===== src/rtl/quad_dac_frontend_pkg.sv =====
package quad_dac_frontend_pkg;

    localparam int unsigned DEF_CODE_W = 12;
    localparam int unsigned DEF_PAD_W  = 2;
    localparam int unsigned NUM_CH     = 4;

    // Preset value: MSB set for mid-scale, all zero otherwise.
    function automatic logic [DEF_CODE_W-1:0] preset_word(input logic mid);
        preset_word = {mid, {(DEF_CODE_W-1){1'b0}}};
    endfunction

endpackage


===== src/rtl/quad_dac_shift.sv =====
module quad_dac_shift #(
    parameter int unsigned FRAME_W = 16
) (
    input  logic               clk,
    input  logic               rst_n,
    input  logic               ser_sel,
    input  logic               ser_clk,
    input  logic               ser_data,
    output logic [FRAME_W-1:0] frame_o
);

    typedef struct packed {
        logic               gate;
        logic [FRAME_W-1:0] sr;
    } shift_st_t;

    shift_st_t s_d, s_q;
    logic      gate_now;
    logic      step;

    always_comb begin
        gate_now = ser_sel | ser_clk;
        step     = gate_now & ~s_q.gate;
        s_d      = s_q;
        s_d.gate = gate_now;
        if (step) begin
            s_d.sr = {s_q.sr[FRAME_W-2:0], ser_data};
        end
    end

    // Gate history resets high so an idle-high line gives no edge at start.
    always_ff @(posedge clk or negedge rst_n) begin
        if (!rst_n) begin
            s_q <= '{gate: 1'b1, sr: '0};
        end else begin
            s_q <= s_d;
        end
    end

    assign frame_o = s_q.sr;

    // no edge of the OR leaves the register untouched
    p_idle_hold_r2: assert property (@(posedge clk) disable iff (!rst_n)
        !((ser_sel | ser_clk) && !s_q.gate) |=> $stable(s_q.sr));

    // an edge moves the register by one bit, taking the serial data
    p_advance_r2: assert property (@(posedge clk) disable iff (!rst_n)
        ((ser_sel | ser_clk) && !s_q.gate) |=>
            (s_q.sr == {$past(s_q.sr[FRAME_W-2:0]), $past(ser_data)}));

endmodule


===== src/rtl/quad_dac_bank.sv =====
module quad_dac_bank #(
    parameter int unsigned NCH    = 4,
    parameter int unsigned CODE_W = 12,
    parameter int unsigned ADDR_W = $clog2(NCH)
) (
    input  logic                         clk,
    input  logic                         rst_n,
    input  logic                         upd_n,
    input  logic                         preset_n,
    input  logic                         preset_mid,
    input  logic [ADDR_W-1:0]            addr_i,
    input  logic [CODE_W-1:0]            code_i,
    output logic [NCH-1:0][CODE_W-1:0]   code_o
);

    typedef struct packed {
        logic [NCH-1:0][CODE_W-1:0] ch;
    } bank_st_t;

    bank_st_t          b_d, b_q;
    logic [NCH-1:0]    open;
    logic [CODE_W-1:0] preset_val;

    assign preset_val = {preset_mid, {(CODE_W-1){1'b0}}};

    genvar c;
    generate
        for (c = 0; c < NCH; c++) begin : g_ch
            assign open[c] = ~upd_n & (addr_i == ADDR_W'(c));
            // Preset overrides the open path, which overrides storage.
            assign code_o[c] = !preset_n ? preset_val :
                               open[c]   ? code_i     : b_q.ch[c];

            // a channel not addressed while open keeps its code
            p_other_stable_r6: assert property (@(posedge clk) disable iff (!rst_n)
                (preset_n && !upd_n && (addr_i != ADDR_W'(c))) |=> $stable(b_q.ch[c]));

            // preset leaves the selected preset code in storage
            p_preset_store_r7: assert property (@(posedge clk) disable iff (!rst_n)
                !preset_n |=> (b_q.ch[c] == {$past(preset_mid), {(CODE_W-1){1'b0}}}));
        end
    endgenerate

    always_comb begin
        b_d = b_q;
        for (int k = 0; k < NCH; k++) begin
            if (!preset_n) begin
                b_d.ch[k] = preset_val;
            end else if (open[k]) begin
                b_d.ch[k] = code_i;
            end
        end
    end

    always_ff @(posedge clk or negedge rst_n) begin
        if (!rst_n) begin
            b_q <= '0;
        end else begin
            b_q <= b_d;
        end
    end

    // closed strobe and no preset hold every channel
    p_hold_closed_r5: assert property (@(posedge clk) disable iff (!rst_n)
        (preset_n && upd_n) |=> $stable(b_q));

endmodule


===== src/rtl/quad_dac_frontend.sv =====
module quad_dac_frontend #(
    parameter int unsigned CODE_W = quad_dac_frontend_pkg::DEF_CODE_W,
    parameter int unsigned PAD_W  = quad_dac_frontend_pkg::DEF_PAD_W
) (
    input  logic              clk,
    input  logic              rst_n,
    input  logic              ser_sel,
    input  logic              ser_clk,
    input  logic              ser_data,
    input  logic              upd_n,
    input  logic              preset_n,
    input  logic              preset_mid,
    output logic [CODE_W-1:0] code_a,
    output logic [CODE_W-1:0] code_b,
    output logic [CODE_W-1:0] code_c,
    output logic [CODE_W-1:0] code_d
);

    localparam int unsigned NCH     = quad_dac_frontend_pkg::NUM_CH;
    localparam int unsigned ADDR_W  = $clog2(NCH);
    localparam int unsigned FRAME_W = ADDR_W + PAD_W + CODE_W;

    logic [FRAME_W-1:0]          frame;
    logic [NCH-1:0][CODE_W-1:0]  codes;
    logic                        pad_unused;

    quad_dac_shift #(
        .FRAME_W (FRAME_W)
    ) u_shift (
        .clk      (clk),
        .rst_n    (rst_n),
        .ser_sel  (ser_sel),
        .ser_clk  (ser_clk),
        .ser_data (ser_data),
        .frame_o  (frame)
    );

    // Pad bits carry no meaning.
    assign pad_unused = ^frame[CODE_W +: PAD_W];

    quad_dac_bank #(
        .NCH    (NCH),
        .CODE_W (CODE_W),
        .ADDR_W (ADDR_W)
    ) u_bank (
        .clk        (clk),
        .rst_n      (rst_n),
        .upd_n      (upd_n),
        .preset_n   (preset_n),
        .preset_mid (preset_mid),
        .addr_i     (frame[FRAME_W-1 -: ADDR_W]),
        .code_i     (frame[CODE_W-1:0]),
        .code_o     (codes)
    );

    assign code_a = codes[0];
    assign code_b = codes[1];
    assign code_c = codes[2];
    assign code_d = codes[3];

    // preset with no shift edge leaves the frame untouched
    p_preset_keeps_frame_r8: assert property (@(posedge clk) disable iff (!rst_n)
        (!preset_n && !ser_sel && !ser_clk) |=> $stable(frame));

endmodule


===== config.mk =====
export PLATFORM = sky130hd
export DESIGN_NAME = quad_dac_frontend
export DESIGN_NICKNAME = d
export VERILOG_FILES = /design/src/rtl/quad_dac_frontend_pkg.sv /design/src/rtl/quad_dac_shift.sv /design/src/rtl/quad_dac_bank.sv /design/src/rtl/quad_dac_frontend.sv
export SDC_FILE = /design/constraint.sdc
export NUM_CORES = 1
export LEC_CHECK = 0
export BUFFER_PORTS_ARGS = -buffer_cell sky130_fd_sc_hd__clkbuf_2
export CAP_MARGIN = 20
export CELL_PAD_IN_SITES_DETAIL_PLACEMENT = 1
export CELL_PAD_IN_SITES_GLOBAL_PLACEMENT = 2
export CORE_MARGIN = 2
export CORE_UTILIZATION = 38
export DETAILED_ROUTE_END_ITERATION = 8
export GPL_ROUTABILITY_DRIVEN = 0
export HOLD_SLACK_MARGIN = 0.08
export PLACE_DENSITY = 0.91
export SYNTH_ARGS = -nofsm -noshare
export SYNTH_HDL_FRONTEND = slang
export SYNTH_HIERARCHICAL = 1
export SYNTH_SLANG_ARGS = --single-unit

===== constraint.sdc =====
create_clock -name clk -period 4.69 [get_ports clk]
set_clock_uncertainty 0.2 [all_clocks]
set_input_delay 0.2345 -clock clk [delete_from_list [all_inputs] [get_ports clk]]
set_output_delay 0.2345 -clock clk [all_outputs]
set_load 0.02 [all_outputs]

== Word-level counts from Yosys, hierarchy flattened ==
Cells that the tools add are included.
Widths: inputs -> output; s select.
Cells by class
  equality and inequality tests: 3
  muxes and demuxes: 8
  bitwise gates (word level): 8
  reductions and logical operators: 1
Operators with widths (number)
  $mux 12: 8
  $and 1x1->1: 5
  $eq 2x2->1 const B: 2
  $eq 2x1->1 const B: 1
  $logic_not 2->1: 1
  $not 1->1: 2
  $or 1x1->1: 1
Word-level totals
  flip-flop bits (word level): 65
  bits of input ports: 8
  logic and storage cells: 26

== Longest topological paths before layout ==
  depth after elaboration: 4
  gate-level depth with buffers: 5
  gate-level depth less buffers: 3

== Hierarchy ==
The synthesis kept the hierarchy.
By module, submodules not included
  quad_dac_bank: times used 1, cells each 214, area each 2082.0 µm²
  quad_dac_shift: times used 1, cells each 52, area each 809.5 µm²

== Least setup slack after synthesis ==
Ideal clock, no wire load.
  kind: register to output
  start point: register u_shift.s_q, in the netlist u_shift/frame_o[15]
  end point: output port code_a[10]
  arrival time: 1511 ps
  data required time: 4255 ps
  setup slack: 2744 ps
  cell stages (with the launch flop): 6
  cell sequence: dfrtp_1 > buf_4 > nor3_2 > buf_2 > nand2_1 > a21boi_0
On the way
  longest elaborated chain between the ends: 4
Ends and longest elaborated chain
  from (decl): line quad_dac_shift.sv:17  | shift_st_t s_d, s_q;
  from (signal assigned): line quad_dac_shift.sv:34  | s_q <= '{gate: 1'b1, sr: '0};
  $logic_not 2->1: line quad_dac_bank.sv:29  | assign open[c] = ~upd_n & (addr_i == ADDR_W'(c));
  $and 1x1->1: line quad_dac_bank.sv:29
  $mux 12: line quad_dac_bank.sv:32  | open[c] ? code_i : b_q.ch[c];
  $mux 12: line quad_dac_bank.sv:31  | assign code_o[c] = !preset_n ? preset_val :
  to (decl): line quad_dac_frontend.sv:13  | output logic [CODE_W-1:0] code_a,
Every way passes these cells.

== Worst setup path after layout ==
  start point: register u_shift.s_q, in the netlist u_shift/frame_o[15]
  end point: output port code_c[0]
On the way
  longest elaborated chain between the ends: 4
Ends and longest elaborated chain
  $eq 2x2->1: line quad_dac_bank.sv:29
  $and 1x1->1: line quad_dac_bank.sv:29
  $mux 12: line quad_dac_bank.sv:32
  $mux 12
  to (decl): line quad_dac_frontend.sv:15  | output logic [CODE_W-1:0] code_c,
Every way passes these cells.

==> reports/qor.csv <==
metric;value;unit
clk_pin_slew_worst_paths;70;ps
switching_share;30.1;%
num_vias;1998;
coreArea;7290;um2
antenna_left;0;
routedWlPerCell;16.2;um
fmax;374;MHz
dr.pass1.iters;4;
vias_per_cell;4.86;
final_cell_mix;94 x nand2_1, 64 x dfrtp_1, 55 x clkbuf_2;
post_cts_buffers;0;
fin_crit_sh;57.0;%
cp_data_required_time;4260;ps
h-tree-depth;3;
io_buffer_count;55;
first_global_vias;2095;
cts_made_buffers;9;
die_h;91.0;um
post_cts_resized;0;
crit_path_end_kind;output pin;
power.total;1.47;mW
holdCritPathClass;in -> async;
dp_slack;2360;ps
dp_hpwl;4430;um
numClockSinks;65;
p_leak;1.58;nW
run_status;completed;
slew_headroom;42.9;%
cp_slowest_stage_delay;750;ps
initial_core_util;39.4;%
finalWirelength;6640;um
grt_use_total;17.4;%
drc;0;
antenna_found_initial;0;
period_minus_slack;2670;ps
antenna_cells;0;
syn2layout_area_growth;15.7;%
clockBufferDepth;2;
crit_path_start_kind;register;
dpl.cell_count;391;
core.rowCount;31;
gr-total-overflow;0;
io-pin-count;56;
setup_viol;0;
internal_power;1.03;mW
criticalPathCategory;reg -> out;
drive_above_1_share;30.8;%
drt_iter0_drc;70;
grt_pass1_wl;11200;um
cts_root_buf;clkbuf_8;
insertion_delay;340;ps
path_max_fanout;12;
synth.avg_cell_area;10.9;um2
cts_hold_buffers;5;
fin_setup_tns;0;ps
final_core_util;45.6;%
path_cells;nor3b_2, nand2_1, a21boi_0, clkbuf_2;
syn-num-nets;272;
seqPwrFrac;51.2;%
power_frac_comb;16.5;%
cts_tree;built;
fin_cells;411;
drv_slew;0;
grt_setup_unrepaired;no;
r2r_slack;2700;ps
peakVddDrop;157;uV
power.switching;0.442;mW
p_per_area;441;nW/um2
die_area;8280;um2
layout.nets;316;
max-cap-violations;0;
synthCells;264;
worstMarginPinSlew;852;ps
layout_setup_ws;2020;ps
grt_max_degree;50;
p_clk_share;32.4;%
hold_viol;0;
layout_commonest_cell;nand2_1;
arrival;2240;ps
chipWidth;91.0;um
synth_warnings;6;
cp_slowest_cell;nor3b_2;
syn_area;2880;um2
-- critical path, delay by kind of cell (launching register included) --
kind / cells / cell delay (ps)
AND/OR/NAND/NOR: 2 / 860
flip-flops: 1 / 480
AO/OA/AOI/OAI: 1 / 320
buffers and inverters: 1 / 240
-- routing by layer --
layer  part of all wire [%]  track usage, %
met5                      0               0
met3                    3.1            4.73
met1                     47            22.5
met2                     49            28.8
met4                   0.95            5.05
-- metrics by stage --
| stage | area [um2] | hold WS, ps |
|---|---|---|
| floorplan | 2880 | -261 |
| global placement | 3080 | 84.7 |
| detailed placement | 3080 | 106 |
| CTS | 3330 | 239 |
| global route | 3330 | 280 |
| finish | 3330 | 268 |
-- worst paths after layout --
| kind | from | end | cells after the start |
|---|---|---|---|
| worst max-delay path | u_shift/frame_o[15] | code_c[0] | 4 |
| worst min-delay path | rst_n | u_bank/b_q[38] | 2 |
| worst max register to register | u_shift/frame_o[15] | u_bank/b_q[24] | 3 |
| worst min register to register | u_shift/frame_o[13] | u_shift/frame_o[13] | 1 |
| max in group asynchronous | rst_n | u_shift/s_q[16] | 3 |
| min in group clk | upd_n | u_bank/b_q[28] | 4 |
-- cell type report --
class / count / area [um2]
fillers: 863 / 3970
flip-flops and latches: 65 / 1630
multi-input cells: 171 / 1050
repair buffers: 61 / 333
clock buffers: 12 / 155
well taps: 99 / 124
clock inverters: 3 / 40.0
-- power by group through the flow --
| stage | logic, mW | clock network [mW] | registers (mW) |
|---|---|---|---|
| 5_1_grt | 0.265 | 0.518 | 0.764 |
| 3_5_place_dp | 0.241 | 0 | 0.762 |
| 4_1_cts | 0.245 | 0.493 | 0.752 |
| 6_report | 0.241 | 0.475 | 0.750 |
| 3_3_place_gp | 0.235 | 0 | 0.760 |
| 2_1_floorplan | 0.274 | 0 | 0.682 |
-- sequential cells by signal (all words and copies together), names as in the netlist --
signal and cells:
u_bank/b_q 48, u_shift/frame_o 16, u_shift/s_q 1
Power figures use the tool's default switching activity.
